===== src/rtl/rsv_pkg.sv =====
package rsv_pkg;
   // tag value meaning "operand value is present"
   localparam int unsigned TAG_NONE = 0;

   // true when a valid broadcast carries the awaited, non-empty tag
   function automatic logic tag_hit(input logic valid, input int unsigned bus_tag,
                                    input int unsigned want);
      return valid && (want != TAG_NONE) && (bus_tag == want);
   endfunction
endpackage


===== src/rtl/rsv_opnd.sv =====
module rsv_opnd #(
   parameter int unsigned DATA_W = 16,
   parameter int unsigned TAG_W  = 3
) (
   input  logic              clk,
   input  logic              rst_n,
   input  logic              alloc,
   input  logic [TAG_W-1:0]  iss_q,
   input  logic [DATA_W-1:0] iss_v,
   input  logic              bc_valid,
   input  logic [TAG_W-1:0]  bc_tag,
   input  logic [DATA_W-1:0] bc_value,
   output logic [TAG_W-1:0]  q_o,
   output logic [DATA_W-1:0] v_o
);
   import rsv_pkg::*;

   logic hit_at_issue;
   logic hit_waiting;

   assign hit_at_issue = alloc && tag_hit(bc_valid, int'(bc_tag), int'(iss_q));
   assign hit_waiting  = !alloc && tag_hit(bc_valid, int'(bc_tag), int'(q_o));

   always_ff @(posedge clk) begin
      if (!rst_n) begin
         q_o <= '0;
         v_o <= '0;
      end else if (alloc) begin
         q_o <= hit_at_issue ? '0 : iss_q;
         v_o <= hit_at_issue ? bc_value : iss_v;
      end else if (hit_waiting) begin
         q_o <= '0;
         v_o <= bc_value;
      end
   end
endmodule


===== src/rtl/rsv_entry.sv =====
module rsv_entry #(
   parameter int unsigned DATA_W = 16,
   parameter int unsigned TAG_W  = 3,
   parameter int unsigned OP_W   = 4,
   parameter int unsigned IMM_W  = 12,
   parameter int unsigned MY_TAG = 1
) (
   input  logic              clk,
   input  logic              rst_n,
   input  logic              alloc,
   input  logic [OP_W-1:0]   iss_op,
   input  logic [TAG_W-1:0]  iss_qj,
   input  logic [DATA_W-1:0] iss_vj,
   input  logic [TAG_W-1:0]  iss_qk,
   input  logic [DATA_W-1:0] iss_vk,
   input  logic [IMM_W-1:0]  iss_imm,
   input  logic              bc_valid,
   input  logic [TAG_W-1:0]  bc_tag,
   input  logic [DATA_W-1:0] bc_value,
   input  logic              start,
   output logic              busy_o,
   output logic              ready_o,
   output logic [OP_W-1:0]   op_o,
   output logic [DATA_W-1:0] vj_o,
   output logic [DATA_W-1:0] vk_o,
   output logic [IMM_W-1:0]  imm_o
);
   localparam logic [TAG_W-1:0] SELF = TAG_W'(MY_TAG);

   logic             started;
   logic [TAG_W-1:0] qj, qk;
   logic             release_me;

   rsv_opnd #(.DATA_W(DATA_W), .TAG_W(TAG_W)) u_j (
      .clk(clk), .rst_n(rst_n), .alloc(alloc), .iss_q(iss_qj), .iss_v(iss_vj),
      .bc_valid(bc_valid), .bc_tag(bc_tag), .bc_value(bc_value), .q_o(qj), .v_o(vj_o));

   rsv_opnd #(.DATA_W(DATA_W), .TAG_W(TAG_W)) u_k (
      .clk(clk), .rst_n(rst_n), .alloc(alloc), .iss_q(iss_qk), .iss_v(iss_vk),
      .bc_valid(bc_valid), .bc_tag(bc_tag), .bc_value(bc_value), .q_o(qk), .v_o(vk_o));

   assign release_me = busy_o && bc_valid && (bc_tag == SELF);

   always_ff @(posedge clk) begin
      if (!rst_n) begin
         busy_o  <= 1'b0;
         started <= 1'b0;
         op_o    <= '0;
         imm_o   <= '0;
      end else if (alloc) begin
         busy_o  <= 1'b1;
         started <= 1'b0;
         op_o    <= iss_op;
         imm_o   <= iss_imm;
      end else begin
         if (release_me) busy_o <= 1'b0;
         if (start)      started <= 1'b1;
      end
   end

   assign ready_o = busy_o && !started && (qj == '0) && (qk == '0);
endmodule


===== src/rtl/rsv_pick.sv =====
module rsv_pick #(
   parameter int unsigned N_REQ = 4,
   localparam int unsigned IDX_W = (N_REQ > 1) ? $clog2(N_REQ) : 1
) (
   input  logic [N_REQ-1:0] req,
   output logic             any,
   output logic [IDX_W-1:0] idx
);
   // lowest set index wins
   always_comb begin
      any = 1'b0;
      idx = '0;
      for (int i = N_REQ - 1; i >= 0; i--) begin
         if (req[i]) begin
            any = 1'b1;
            idx = IDX_W'(i);
         end
      end
   end
endmodule


===== src/rtl/rsv_station.sv =====
module rsv_station #(
   parameter int unsigned N_ENT  = 4,
   parameter int unsigned DATA_W = 16,
   parameter int unsigned TAG_W  = 3,
   parameter int unsigned OP_W   = 4,
   parameter int unsigned IMM_W  = 12
) (
   input  logic              clk,
   input  logic              rst_n,
   input  logic              iss_valid,
   input  logic [OP_W-1:0]   iss_op,
   input  logic [TAG_W-1:0]  iss_qj,
   input  logic [DATA_W-1:0] iss_vj,
   input  logic [TAG_W-1:0]  iss_qk,
   input  logic [DATA_W-1:0] iss_vk,
   input  logic [IMM_W-1:0]  iss_imm,
   output logic              iss_full,
   output logic [TAG_W-1:0]  iss_tag,
   input  logic              bc_valid,
   input  logic [TAG_W-1:0]  bc_tag,
   input  logic [DATA_W-1:0] bc_value,
   output logic              disp_valid,
   input  logic              disp_ready,
   output logic [TAG_W-1:0]  disp_tag,
   output logic [OP_W-1:0]   disp_op,
   output logic [DATA_W-1:0] disp_vj,
   output logic [DATA_W-1:0] disp_vk,
   output logic [IMM_W-1:0]  disp_imm
);
   localparam int unsigned IDX_W = (N_ENT > 1) ? $clog2(N_ENT) : 1;

   if (N_ENT < 1) begin : g_bad_depth
      $error("rsv_station: N_ENT must be at least 1");
   end
   if (N_ENT + 1 > (1 << TAG_W)) begin : g_bad_tag
      $error("rsv_station: TAG_W too narrow for N_ENT identifiers plus the empty tag");
   end

   logic [N_ENT-1:0]  busy, ready, alloc_vec, start_vec;
   logic [OP_W-1:0]   e_op  [N_ENT];
   logic [DATA_W-1:0] e_vj  [N_ENT];
   logic [DATA_W-1:0] e_vk  [N_ENT];
   logic [IMM_W-1:0]  e_imm [N_ENT];

   logic             has_free, iss_fire, disp_fire;
   logic [IDX_W-1:0] free_idx, sel_idx;

   rsv_pick #(.N_REQ(N_ENT)) u_free_pick (.req(~busy), .any(has_free), .idx(free_idx));
   rsv_pick #(.N_REQ(N_ENT)) u_disp_pick (.req(ready), .any(disp_valid), .idx(sel_idx));

   assign iss_full  = !has_free;
   assign iss_tag   = has_free ? TAG_W'(free_idx) + TAG_W'(1) : '0;
   assign iss_fire  = iss_valid && has_free;
   assign disp_fire = disp_valid && disp_ready;

   for (genvar g = 0; g < N_ENT; g++) begin : g_ent
      assign alloc_vec[g] = iss_fire && (free_idx == IDX_W'(g));
      assign start_vec[g] = disp_fire && (sel_idx == IDX_W'(g));

      rsv_entry #(
         .DATA_W(DATA_W), .TAG_W(TAG_W), .OP_W(OP_W), .IMM_W(IMM_W), .MY_TAG(g + 1)
      ) u_ent (
         .clk(clk), .rst_n(rst_n), .alloc(alloc_vec[g]),
         .iss_op(iss_op), .iss_qj(iss_qj), .iss_vj(iss_vj),
         .iss_qk(iss_qk), .iss_vk(iss_vk), .iss_imm(iss_imm),
         .bc_valid(bc_valid), .bc_tag(bc_tag), .bc_value(bc_value),
         .start(start_vec[g]), .busy_o(busy[g]), .ready_o(ready[g]),
         .op_o(e_op[g]), .vj_o(e_vj[g]), .vk_o(e_vk[g]), .imm_o(e_imm[g]));
   end

   assign disp_tag = disp_valid ? TAG_W'(sel_idx) + TAG_W'(1) : '0;
   assign disp_op  = e_op[sel_idx];
   assign disp_vj  = e_vj[sel_idx];
   assign disp_vk  = e_vk[sel_idx];
   assign disp_imm = e_imm[sel_idx];
endmodule


===== config.mk =====
export PLATFORM = sky130hd
export DESIGN_NAME = rsv_station
export DESIGN_NICKNAME = d
export VERILOG_FILES = /design/src/rtl/rsv_pkg.sv /design/src/rtl/rsv_opnd.sv /design/src/rtl/rsv_entry.sv /design/src/rtl/rsv_pick.sv /design/src/rtl/rsv_station.sv
export SDC_FILE = /design/constraint.sdc
export NUM_CORES = 1
export LEC_CHECK = 0
export ABC_AREA = 1
export BUFFER_PORTS_ARGS = -buffer_cell sky130_fd_sc_hd__buf_4
export CORE_MARGIN = 3
export CORE_UTILIZATION = 55
export DETAILED_ROUTE_END_ITERATION = 6
export GPL_TIMING_DRIVEN = 0
export PLACE_DENSITY = 0.76
export SLEW_MARGIN = 20
export SYNTH_ARGS = -nofsm -noshare
export SYNTH_HDL_FRONTEND = slang
export SYNTH_SLANG_ARGS = --single-unit
export TNS_END_PERCENT = 1

===== constraint.sdc =====
create_clock -name clk -period 2.52 [get_ports clk]
set_input_delay 0.378 -clock clk [delete_from_list [all_inputs] [get_ports clk]]
set_output_delay 0.378 -clock clk [all_outputs]
set_load 0.02 [all_outputs]

==> report_table.html, run 1 <==
<table>
<tr><th>Metric</th><th>Value</th></tr>
<tr><th colspan="2">CTS</th></tr>
<tr><td>Total clock buffers created by CTS</td><td>26</td></tr>
<tr><td>Clock edge transition at the registers on the reported setup and hold paths</td><td>~60 ps</td></tr>
<tr><td>H-tree lvl count</td><td>1</td></tr>
<tr><td>CTS Hold Buffers Added</td><td>0</td></tr>
<tr><td>CTS root buffer</td><td>sky130_fd_sc_hd__clkbuf_16</td></tr>
<tr><td>Clock Sink Count</td><td>~220</td></tr>
<tr><td>Clock latency at the later pin of the worst-skew pair</td><td>between 500 and 600 ps</td></tr>
<tr><td>Clock tree from TritonCTS</td><td>done</td></tr>
<tr><td>Deepest clock path buffer count</td><td>3</td></tr>
<tr><th colspan="2">Worst setup path</th></tr>
<tr><td>Critical Path, Cell by Cell</td><td>nor2_1 -&gt; nand3_1 -&gt; nor2_1 -&gt; inv_1 -&gt; nand2_8 -&gt; buf_2 -&gt; nand3_1 -&gt; nand3_1 -&gt; nand2_1 -&gt; buf_4</td></tr>
<tr><td>Category of the worst setup path launch point</td><td>flip-flop</td></tr>
<tr><td>Endpoint arrival time on the critical path</td><td>~2400 ps</td></tr>
<tr><td>Startpoint of the lowest-slack register-to-register path</td><td>g_ent[0].u_ent.busy_o</td></tr>
<tr><td>Critical-path maximum fanout</td><td>10</td></tr>
<tr><td>Worst-case reg-to-reg path depth</td><td>6</td></tr>
<tr><td>Reg2Reg Capture Point</td><td>g_ent[1].u_ent.imm_o[5]</td></tr>
<tr><td>Critical path's slowest cell</td><td>sky130_fd_sc_hd__dfxtp_1</td></tr>
<tr><td>Critical path type</td><td>flip-flop to primary output</td></tr>
<tr><td>CP endpoint kind</td><td>primary output</td></tr>
<tr><td>Buffering stage count on the worst path with inverters included</td><td>3</td></tr>
<tr><td>Dominant delay contributor by cell family on the critical path</td><td>simple AND/OR/NAND/NOR gates</td></tr>
<tr><td>Reg-to-reg setup timing slack</td><td>roughly 220 ps</td></tr>
<tr><td>Critical Path Most Common Cell</td><td>sky130_fd_sc_hd__nand3_1</td></tr>
<tr><td>Stage delay of the slowest cell on the critical path</td><td>roughly 340 ps</td></tr>
<tr><td>Required time of the critical path</td><td>2140 ps</td></tr>
<tr><th colspan="2">STA</th></tr>
<tr><td>Hold violation count in the final report</td><td>0</td></tr>
<tr><td>Fin Hold WS</td><td>~130 ps</td></tr>
<tr><td>Finish-stage setup viols</td><td>51</td></tr>
<tr><td>Worst slew slack as a fraction of its limit</td><td>0.403</td></tr>
<tr><td>Setup slack of the critical path after layout</td><td>-299 ps</td></tr>
<tr><td>Fmax</td><td>~0.35 GHz</td></tr>
<tr><td>Final critical delay including setup and external delays</td><td>roughly 2800 ps</td></tr>
<tr><td>Worst clock skew</td><td>approximately 18 ps</td></tr>
<tr><td>Final worst path period share</td><td>1.12</td></tr>
<tr><td>Worst Max-Slew Pin Slew</td><td>roughly 900 ps</td></tr>
<tr><td>RSZ-0062 raised after global routing</td><td>yes</td></tr>
<tr><td>Number of pins exceeding their max-slew limit in the final report</td><td>0</td></tr>
<tr><th colspan="2">Layout</th></tr>
<tr><td>Post-layout util</td><td>0.686</td></tr>
<tr><td>Fill cell total of the finished layout</td><td>roughly 2100</td></tr>
<tr><td>Share of final-layout standard cells stronger than drive strength 1</td><td>0.162</td></tr>
<tr><td>P&amp;R area growth vs syn</td><td>21.8%</td></tr>
<tr><td># nets final</td><td>2305</td></tr>
<tr><td>N_diodes</td><td>0</td></tr>
<tr><th colspan="2">Floorplan</th></tr>
<tr><td>Die extent in x</td><td>159 µm</td></tr>
<tr><td>Io pins</td><td>134</td></tr>
<tr><td>Initial Utilization</td><td>0.563</td></tr>
<tr><td>Die area</td><td>around 25000 µm²</td></tr>
<tr><td>Rows</td><td>55</td></tr>
<tr><td>Overall die height</td><td>approximately 160 µm</td></tr>
<tr><td>CORE AREA</td><td>approximately 23000 µm²</td></tr>
<tr><th colspan="2">Power</th></tr>
<tr><td>Highest ir drop seen on vdd</td><td>just over 600 µV</td></tr>
<tr><td>Clk pwr share</td><td>0.420</td></tr>
<tr><td>Flop pwr share</td><td>0.374</td></tr>
<tr><td>Cell area power density</td><td>about 640 nW/µm²</td></tr>
<tr><td>Gate power share</td><td>0.207</td></tr>
<tr><td>Int Pwr</td><td>7.06 mW</td></tr>
<tr><td>Leakage Power</td><td>7.48 nW</td></tr>
<tr><td>Sw Ratio</td><td>0.301</td></tr>
<tr><td>Switching power total</td><td>between 3 and 4 mW</td></tr>
<tr><th colspan="2">Drt</th></tr>
<tr><td>Detailed-route via count</td><td>about 15000</td></tr>
<tr><td>Final ANT Viol Nets</td><td>0</td></tr>
<tr><td>Length of the first detailed-routing pass in iterations</td><td>7</td></tr>
<tr><td>Initial drt markers</td><td>~2400</td></tr>
<tr><td>Post-detailed-route wirelength per cell</td><td>approximately 22 µm</td></tr>
<tr><td>Number of vias per cell after detailed routing</td><td>just under 6</td></tr>
<tr><td>Aggregate routed wire length</td><td>about 55000 µm</td></tr>
<tr><td>Number of remaining DRC errors</td><td>1</td></tr>
<tr><th colspan="2">Logic synthesis</th></tr>
<tr><td>Top cells by area in the synthesized netlist</td><td>sky130_fd_sc_hd__dfxtp_1 35%, sky130_fd_sc_hd__nand3_1 18%, sky130_fd_sc_hd__nand2_1 13%, sky130_fd_sc_hd__inv_1 10%, sky130_fd_sc_hd__a21oi_1 7.6%</td></tr>
<tr><td>Number of cells produced by synthesis</td><td>between 2000 and 2500</td></tr>
<tr><td>Top-count cell post-synth</td><td>sky130_fd_sc_hd__nand3_1</td></tr>
<tr><td>Asr flop ratio synth</td><td>0</td></tr>
<tr><td>Commonest cells in the netlist</td><td>473 x sky130_fd_sc_hd__nand3_1, 430 x sky130_fd_sc_hd__nand2_1, 349 x sky130_fd_sc_hd__inv_1</td></tr>
<tr><td>Synthesized area per cell</td><td>6.25 µm²</td></tr>
<tr><td>Synth warn</td><td>0</td></tr>
<tr><td>Cell type contributing the most total cell area after synthesis</td><td>sky130_fd_sc_hd__dfxtp_1</td></tr>
<tr><td>Fraction of the yosys area taken by sequential cells</td><td>0.349</td></tr>
<tr><td>Net Count, Synth</td><td>roughly 2100</td></tr>
<tr><td>Post-synthesis cell type count</td><td>30</td></tr>
<tr><td>Post-synthesis instance area</td><td>12900 µm²</td></tr>
<tr><td>Number of flops mapped to enable cells by yosys</td><td>0</td></tr>
<tr><td>Area share of the leading cell type in the synthesized netlist</td><td>0.349</td></tr>
<tr><td>Flop and latch count out of synthesis</td><td>about 220</td></tr>
<tr><td>Most used flip-flop cell after synthesis</td><td>sky130_fd_sc_hd__dfxtp_1</td></tr>
<tr><th colspan="2">Hold path</th></tr>
<tr><td>Critical hold path startpoint</td><td>disp_ready</td></tr>
<tr><td>Type of the most critical hold path</td><td>input pin to flip-flop</td></tr>
<tr><td>Endpoint of the worst hold path</td><td>g_ent[0].u_ent.started</td></tr>
<tr><td>Hold path cells</td><td>3</td></tr>
<tr><th colspan="2">Global route</th></tr>
<tr><td>Number of antenna violations at the first check in global routing</td><td>0</td></tr>
<tr><td>GR Util All Layers</td><td>0.417</td></tr>
<tr><td>First-pass GRT wire length</td><td>~82000 µm</td></tr>
<tr><td>Via count of the first global-routing pass</td><td>about 14000</td></tr>
<tr><td>Global route total overflow</td><td>0</td></tr>
<tr><td>Maximum number of pins on one net before global-route repair</td><td>14</td></tr>
<tr><th colspan="2">Status</th></tr>
<tr><td>Result of the run</td><td>finished with violations</td></tr>
<tr><td>Failing checks</td><td>design-rule violations, negative setup slack</td></tr>
<tr><th colspan="2">Run</th></tr>
<tr><td>Max_cap viols</td><td>0</td></tr>
<tr><th colspan="2">Placed design</th></tr>
<tr><td>Worst Setup Slack post-DPL</td><td>-194 ps</td></tr>
<tr><td>IO Port Bufs</td><td>between 100 and 150</td></tr>
<tr><td>Dpl hpwl</td><td>between 30000 and 40000 µm</td></tr>
<tr><td>Final estimated routing congestion in global placement</td><td>between 1 and 1.5</td></tr>
</table>
## logic make-up (layout without fill, tap and decap cells)
family                   Yosys count  in the layout  share of synthesized area
buffers and inverters            504            688                      0.168
adder cells (fa/ha/maj)            4              4                    0.00389
AND/OR/NAND/NOR                  972            972                      0.339
AO/OA/AOI/OAI                    343            343                      0.135
flip-flops                       224            224                      0.349
XOR/XNOR                          10             10                    0.00681
## tightest hold or removal path, stage by stage
cell	delay [ps]
sky130_fd_sc_hd__buf_4	130
sky130_fd_sc_hd__nand3_1	70
sky130_fd_sc_hd__a21oi_1	50
## cell usage in the layout (no fill, tap or decap), types with 4 or more instances in the layout
cell type | netlist | routed
sky130_fd_sc_hd__a21oi_1 | 196 | 196
sky130_fd_sc_hd__buf_12 | 0 | 5
sky130_fd_sc_hd__buf_2 | 61 | 45
sky130_fd_sc_hd__buf_4 | 23 | 143
sky130_fd_sc_hd__buf_6 | 12 | 37
sky130_fd_sc_hd__buf_8 | 0 | 4
sky130_fd_sc_hd__bufinv_16 | 0 | 6
sky130_fd_sc_hd__clkbuf_1 | 39 | 37
sky130_fd_sc_hd__clkbuf_16 | 0 | 26
sky130_fd_sc_hd__clkbuf_2 | 1 | 6
sky130_fd_sc_hd__clkbuf_8 | 1 | 7
sky130_fd_sc_hd__dfxtp_1 | 224 | 219
sky130_fd_sc_hd__dfxtp_2 | 0 | 4
sky130_fd_sc_hd__inv_1 | 349 | 347
sky130_fd_sc_hd__inv_2 | 14 | 14
sky130_fd_sc_hd__nand2_1 | 430 | 413
sky130_fd_sc_hd__nand2_2 | 13 | 27
sky130_fd_sc_hd__nand3_1 | 473 | 467
sky130_fd_sc_hd__nand3_2 | 9 | 14
sky130_fd_sc_hd__nor2_1 | 40 | 33
sky130_fd_sc_hd__nor2_2 | 1 | 6
sky130_fd_sc_hd__o21ai_0 | 134 | 134
sky130_fd_sc_hd__o21ai_1 | 8 | 7
sky130_fd_sc_hd__xnor2_1 | 10 | 10
## state kept, by name, indices dropped and copies added, names as in the netlist
| name | flops |
|---|---|
| g_ent.u_ent.busy_o | 4 |
| g_ent.u_ent.started | 4 |
| g_ent.u_ent.imm_o | 48 |
| g_ent.u_ent.u_j.v_o | 64 |
| g_ent.u_ent.op_o | 16 |
| g_ent.u_ent.u_k.q_o | 12 |
| g_ent.u_ent.u_j.q_o | 12 |
| g_ent.u_ent.u_k.v_o | 64 |
## worst max-delay path by stage
stage / start / endpoint / slack, ps / cells after the start
after detailed placement: g_ent[2].u_ent.u_j.q_o[0] / disp_tag[1] / -190 / 11
after CTS: g_ent[2].u_ent.u_j.q_o[2] / disp_tag[1] / -250 / 11
final: g_ent[1].u_ent.u_j.q_o[0] / disp_vj[13] / -300 / 10
after global routing: g_ent[2].u_ent.u_k.q_o[1] / disp_tag[1] / -380 / 12
after floorplan: g_ent[2].u_ent.u_j.q_o[0] / disp_tag[1] / 370 / 10
after global placement: g_ent[2].u_ent.u_j.q_o[0] / disp_vj[11] / -140 / 10
## routing by layer
layer / global-route usage / wire length [µm] / vias to the layer above
met5: 0 / 0 / -
met4: 0.220 / 3380 / 0
met3: 0.101 / 7180 / 211
met2: 0.626 / 23300 / 1138
met1: 0.556 / 21500 / 6885
li1: - / - / 6900
## repair_timing
action,in CTS,in global routing
resized for setup,115,10
endpoints found under the setup margin,51,51
pin swaps,14,9
buffers inserted,7,2
## layout make-up
cell class | count | area [µm²] | area share
Timing Repair Buffer | 138 | 1130 | 0.0723
Clock buffer | 35 | 734 | 0.0469
Multi-Input combinational cell | 1329 | 6390 | 0.408
Inverter | 364 | 1370 | 0.0877
Clock inverter | 11 | 219 | 0.0140
Tap cell | 313 | 392 | 0.0250
Sequential cell | 224 | 4490 | 0.287
Buffer | 140 | 935 | 0.0596
## per-stage QoR
step | setup TNS, ps | power (mW) | cell area [µm²] | std cells
floorplan | 0 | 4.93 | 12900 | 2057
global placement | -1460 | 5.71 | 14200 | 2499
detailed placement | -2610 | 5.73 | 14200 | 2499
CTS | -9930 | 9.99 | 15600 | 2552
global route | -16470 | 10.3 | 15700 | 2554
finish | -12400 | 10.1 | 15700 | 2554
## power groups by stage
stage | registers, mW | clock network (mW) | logic [mW]
2_1_floorplan | 3.82 | 0 | 1.11
6_report | 3.77 | 4.24 | 2.09
4_1_cts | 3.77 | 4.22 | 2.00
3_5_place_dp | 3.84 | 0 | 1.89
3_3_place_gp | 3.84 | 0 | 1.87
5_1_grt | 3.78 | 4.36 | 2.21
No activity file was read; power rests on OpenSTA's default activity.
==> inputs of run 2 (changes only) <==
- SYNTH_HIERARCHICAL: unset -> 1
==> run 2 against run 1 <==
Against the previous run:
- the flow finishes with violations (negative setup slack)
- die area increased by 16%
- non-clock buffer count is 3 higher
- fmax rose by 0.21%
- cell area grew 17%
- routed wire length decreased by 7.4%
- utilization grew 0.31 points
- first-iteration DRC count fell by 33%
- via count is 7.3% higher
- synthesized cell count up 20%
- setup slack improved by 6.0 ps
- highest routed layer unchanged
==> report_table.html, run 2 <==
<table>
<tr><th>Metric</th><th>Value</th></tr>
<tr><th colspan="2">Status</th></tr>
<tr><td>Result of the run</td><td>finished with violations</td></tr>
<tr><td>Failing checks</td><td>negative setup slack</td></tr>
<tr><th colspan="2">STA</th></tr>
<tr><td>RSZ-0062 raised after global routing</td><td>yes</td></tr>
<tr><td>Final critical delay including setup and external delays</td><td>2810 ps</td></tr>
<tr><td>Number of pins exceeding their max-slew limit in the final report</td><td>0</td></tr>
<tr><td>Worst slew slack as a fraction of its limit</td><td>0.289</td></tr>
<tr><td>Fin Hold WS</td><td>a little under 100 ps</td></tr>
<tr><td>Hold violation count in the final report</td><td>0</td></tr>
<tr><td>Worst Max-Slew Pin Slew</td><td>~1100 ps</td></tr>
<tr><td>Fmax</td><td>0.355 GHz</td></tr>
<tr><td>Finish-stage setup viols</td><td>just under 50</td></tr>
<tr><td>Worst clock skew</td><td>9.93 ps</td></tr>
<tr><td>Total Negative Setup Slacks</td><td>-11400 ps</td></tr>
<tr><td>Final worst path period share</td><td>1.12</td></tr>
<tr><td>Setup slack of the critical path after layout</td><td>-293 ps</td></tr>
<tr><th colspan="2">CTS</th></tr>
<tr><td>Clock tree from TritonCTS</td><td>done</td></tr>
<tr><td>Total clock buffers created by CTS</td><td>27</td></tr>
<tr><td>Clock Sink Count</td><td>between 200 and 250</td></tr>
<tr><td>Clock latency at the later pin of the worst-skew pair</td><td>around 540 ps</td></tr>
<tr><td>CTS Hold Buffers Added</td><td>0</td></tr>
<tr><td>H-tree lvl count</td><td>1</td></tr>
<tr><td>CTS root buffer</td><td>sky130_fd_sc_hd__clkbuf_16</td></tr>
<tr><td>Clock edge transition at the registers on the reported setup and hold paths</td><td>roughly 60 ps</td></tr>
<tr><td>Deepest clock path buffer count</td><td>3</td></tr>
<tr><th colspan="2">Layout</th></tr>
<tr><td>N_diodes</td><td>0</td></tr>
<tr><td>Most used cells in the layout excluding fill and tap cells</td><td>487 x sky130_fd_sc_hd__nand2_1, 430 x sky130_fd_sc_hd__inv_1, 419 x sky130_fd_sc_hd__nor2_1</td></tr>
<tr><td>Post-Layout Inst Area</td><td>approximately 18000 µm²</td></tr>
<tr><td>Final cell count without fillers</td><td>about 3000</td></tr>
<tr><td>Most common cell after layout, fill and taps aside</td><td>sky130_fd_sc_hd__nand2_1</td></tr>
<tr><td>Share of final-layout standard cells stronger than drive strength 1</td><td>0.229</td></tr>
<tr><td>Fill cell total of the finished layout</td><td>2296</td></tr>
<tr><td>P&amp;R area growth vs syn</td><td>21.2%</td></tr>
<tr><td>Biggest regs</td><td>g_ent.u_ent/u_j/v_o: 64 flops, g_ent.u_ent/u_k/v_o: 64 flops, g_ent.u_ent/imm_o: 48 flops</td></tr>
<tr><td>Post-layout util</td><td>0.689</td></tr>
<tr><td># nets final</td><td>about 2700</td></tr>
<tr><th colspan="2">Power</th></tr>
<tr><td>Leakage Power</td><td>8.66 nW</td></tr>
<tr><td>Cell area power density</td><td>between 500 and 600 nW/µm²</td></tr>
<tr><td>Highest ir drop seen on vdd</td><td>604 µV</td></tr>
<tr><td>Total power of the final layout</td><td>~11 mW</td></tr>
<tr><th colspan="2">Global route</th></tr>
<tr><td>Number of antenna violations at the first check in global routing</td><td>0</td></tr>
<tr><td>Global route total overflow</td><td>0</td></tr>
<tr><td>Maximum number of pins on one net before global-route repair</td><td>97</td></tr>
<tr><td>Via count of the first global-routing pass</td><td>approximately 15000</td></tr>
<tr><td>First-pass GRT wire length</td><td>between 80000 and 90000 µm</td></tr>
<tr><td>GR Util All Layers</td><td>0.343</td></tr>
<tr><th colspan="2">Worst setup path</th></tr>
<tr><td>Required time of the critical path</td><td>2140 ps</td></tr>
<tr><td>Reg-to-reg setup timing slack</td><td>around 80 ps</td></tr>
<tr><td>Startpoint of the lowest-slack register-to-register path</td><td>g_ent[0].u_ent/busy_o</td></tr>
<tr><td>Stage delay of the slowest cell on the critical path</td><td>roughly 360 ps</td></tr>
<tr><td>Endpoint arrival time on the critical path</td><td>between 2000 and 2500 ps</td></tr>
<tr><td>Worst-case reg-to-reg path depth</td><td>12</td></tr>
<tr><td>Critical Path, Cell by Cell</td><td>nor2_2 -&gt; nand3b_1 -&gt; nor2_4 -&gt; inv_2 -&gt; a21oi_2 -&gt; buf_6 -&gt; inv_8 -&gt; buf_12 -&gt; buf_8 -&gt; nand2_1 -&gt; nand3_2 -&gt; nand2_2 -&gt; buf_6</td></tr>
<tr><td>CP endpoint kind</td><td>primary output</td></tr>
<tr><td>Critical path type</td><td>flip-flop to primary output</td></tr>
<tr><td>Buffering stage count on the worst path with inverters included</td><td>6</td></tr>
<tr><td>Reg2Reg Capture Point</td><td>g_ent[2].u_ent/u_k/v_o[15]</td></tr>
<tr><td>Category of the worst setup path launch point</td><td>flip-flop</td></tr>
<tr><td>Dominant delay contributor by cell family on the critical path</td><td>buffers and inverters</td></tr>
<tr><td>Critical-path maximum fanout</td><td>10</td></tr>
<tr><td>Critical path's slowest cell</td><td>sky130_fd_sc_hd__dfxtp_4</td></tr>
<tr><td>Critical Path Most Common Cell</td><td>sky130_fd_sc_hd__buf_6</td></tr>
<tr><th colspan="2">Drt</th></tr>
<tr><td>Post-detailed-route wirelength per cell</td><td>17.1 µm</td></tr>
<tr><td>Number of vias per cell after detailed routing</td><td>around 5.4</td></tr>
<tr><td>Length of the first detailed-routing pass in iterations</td><td>6</td></tr>
<tr><td>Detailed-route via count</td><td>around 16000</td></tr>
<tr><td>Aggregate routed wire length</td><td>between 50000 and 60000 µm</td></tr>
<tr><td>Final ANT Viol Nets</td><td>0</td></tr>
<tr><td>Number of remaining DRC errors</td><td>0</td></tr>
<tr><td>Initial drt markers</td><td>approximately 1600</td></tr>
<tr><th colspan="2">Logic synthesis</th></tr>
<tr><td>Fraction of the yosys area taken by sequential cells</td><td>0.298</td></tr>
<tr><td>Post-synthesis instance area</td><td>15100 µm²</td></tr>
<tr><td>Asr flop ratio synth</td><td>0</td></tr>
<tr><td>Post-synthesis cell type count</td><td>25</td></tr>
<tr><td>Cell type contributing the most total cell area after synthesis</td><td>sky130_fd_sc_hd__dfxtp_1</td></tr>
<tr><td>Synth warn</td><td>6</td></tr>
<tr><td>Most used flip-flop cell after synthesis</td><td>sky130_fd_sc_hd__dfxtp_1</td></tr>
<tr><td>Top-count cell post-synth</td><td>sky130_fd_sc_hd__nand2_1</td></tr>
<tr><td>Flop and latch count out of synthesis</td><td>224</td></tr>
<tr><td>Commonest cells in the netlist</td><td>522 x sky130_fd_sc_hd__nand2_1, 434 x sky130_fd_sc_hd__nor2_1, 433 x sky130_fd_sc_hd__inv_1</td></tr>
<tr><td>Number of flops mapped to enable cells by yosys</td><td>0</td></tr>
<tr><td>Top cells by area in the synthesized netlist</td><td>sky130_fd_sc_hd__dfxtp_1 30%, sky130_fd_sc_hd__nand2_1 13%, sky130_fd_sc_hd__nor2_1 11%, sky130_fd_sc_hd__inv_1 11%, sky130_fd_sc_hd__nand3_1 8.5%</td></tr>
<tr><td>Synthesized area per cell</td><td>just over 6 µm²</td></tr>
<tr><td>Area share of the leading cell type in the synthesized netlist</td><td>0.298</td></tr>
<tr><td>Number of cells produced by synthesis</td><td>approximately 2500</td></tr>
<tr><td>Net Count, Synth</td><td>2548</td></tr>
<tr><th colspan="2">Placed design</th></tr>
<tr><td>Final estimated routing congestion in global placement</td><td>between 0.9 and 1</td></tr>
<tr><td>Worst Setup Slack post-DPL</td><td>-704 ps</td></tr>
<tr><td>IO Port Bufs</td><td>~130</td></tr>
<tr><td>Standard cell area after detailed placement</td><td>between 15000 and 20000 µm²</td></tr>
<tr><td>Dpl hpwl</td><td>35200 µm</td></tr>
<tr><td>Placed Cells incl. Taps</td><td>between 2000 and 3000</td></tr>
<tr><th colspan="2">Hold path</th></tr>
<tr><td>Hold path cells</td><td>3</td></tr>
<tr><td>Type of the most critical hold path</td><td>input pin to flip-flop</td></tr>
<tr><td>Endpoint of the worst hold path</td><td>g_ent[1].u_ent/op_o[0]</td></tr>
<tr><td>Critical hold path startpoint</td><td>iss_op[0]</td></tr>
<tr><th colspan="2">Floorplan</th></tr>
<tr><td>Overall die height</td><td>about 170 µm</td></tr>
<tr><td>Rows</td><td>a little under 60</td></tr>
<tr><td>CORE AREA</td><td>26500 µm²</td></tr>
<tr><td>Die extent in x</td><td>172 µm</td></tr>
<tr><td>Io pins</td><td>around 130</td></tr>
<tr><td>Initial Utilization</td><td>0.569</td></tr>
<tr><td>Die area</td><td>between 20000 and 30000 µm²</td></tr>
<tr><th colspan="2">Run</th></tr>
<tr><td>Max_cap viols</td><td>0</td></tr>
</table>
==> run 2: cell types whose count changed in the layout (fill, tap and decap cells not counted), moves of 30 or more <==
cell,before,now
sky130_fd_sc_hd__o21ai_0,134,208
sky130_fd_sc_hd__nand2_1,413,487
sky130_fd_sc_hd__buf_6,37,69
sky130_fd_sc_hd__nand3_1,467,236
sky130_fd_sc_hd__a21oi_1,196,24
sky130_fd_sc_hd__nor2_1,33,419
sky130_fd_sc_hd__a21oi_2,0,133
sky130_fd_sc_hd__inv_1,347,430
sky130_fd_sc_hd__nand2_2,27,57
==> run 2: per-layer routing <==
metal | routed length, µm | track usage | vias to the layer above
li1 | - | - | 7870
met1 | 21100 | 0.470 | 7392
met2 | 22300 | 0.542 | 846
met3 | 5620 | 0.0586 | 127
met4 | 2220 | 0.134 | 0
met5 | 0 | 0 | -
==> run 2: kinds of logic (layout without fill, tap and decap cells) <==
family          Yosys count  count (layout)  synth area share
compound gates          374             374             0.159
fa+ha+maj                 8               8           0.00664
buf+inv                 590             784             0.181
flops                   224             224             0.298
simple gates           1266            1266             0.355
==> run 2: worst max-delay path by stage <==
| stage | end | cells after the start | start | slack (ps) |
|---|---|---|---|---|
| 6_report | disp_vk[2] | 13 | g_ent[1].u_ent/u_j/q_o[2] | -290 |
| 5_1_grt | disp_imm[2] | 13 | g_ent[3].u_ent/u_k/q_o[2] | -370 |
| 4_1_cts | disp_tag[1] | 13 | g_ent[3].u_ent/u_k/q_o[1] | -260 |
| 3_5_place_dp | disp_tag[1] | 11 | g_ent[2].u_ent/u_j/q_o[1] | -700 |
| 3_3_place_gp | disp_tag[1] | 11 | g_ent[2].u_ent/u_j/q_o[1] | -560 |
| 2_1_floorplan | disp_tag[1] | 10 | g_ent[2].u_ent/u_k/q_o[0] | 300 |
==> run 2: tightest hold or removal path: stages <==
cell and delay [ps]:
sky130_fd_sc_hd__buf_4 100, sky130_fd_sc_hd__nor2_1 40, sky130_fd_sc_hd__nor2_1 80
==> run 2: cell type report <==
| type | count | area (µm²) | share of cell area |
|---|---|---|---|
| buffer | 135 | 1170 | 0.0641 |
| multi-input combinational | 1648 | 8170 | 0.448 |
| tap | 335 | 419 | 0.0229 |
| clock buffer | 36 | 759 | 0.0416 |
| clock inverter | 12 | 194 | 0.0106 |
| sequential | 224 | 4510 | 0.247 |
| inverter | 455 | 1750 | 0.0957 |
| timing repair buffer | 146 | 1290 | 0.0706 |
==> run 2: power by group <==
group / switching (mW) / leakage, nW / internal [mW]
Sequential: 0.0936 / 1.83 / 3.72
Clock: 1.61 / 0.465 / 2.62
Combinational: 1.60 / 6.37 / 0.967
==> run 2: timing repair <==
item,CTS,global route
endpoints found under the setup margin,183,187
endpoints found under the hold margin,0,0
setup buffers,9,2
gates cloned,2,0
pin swaps,28,8
resized for setup,164,49
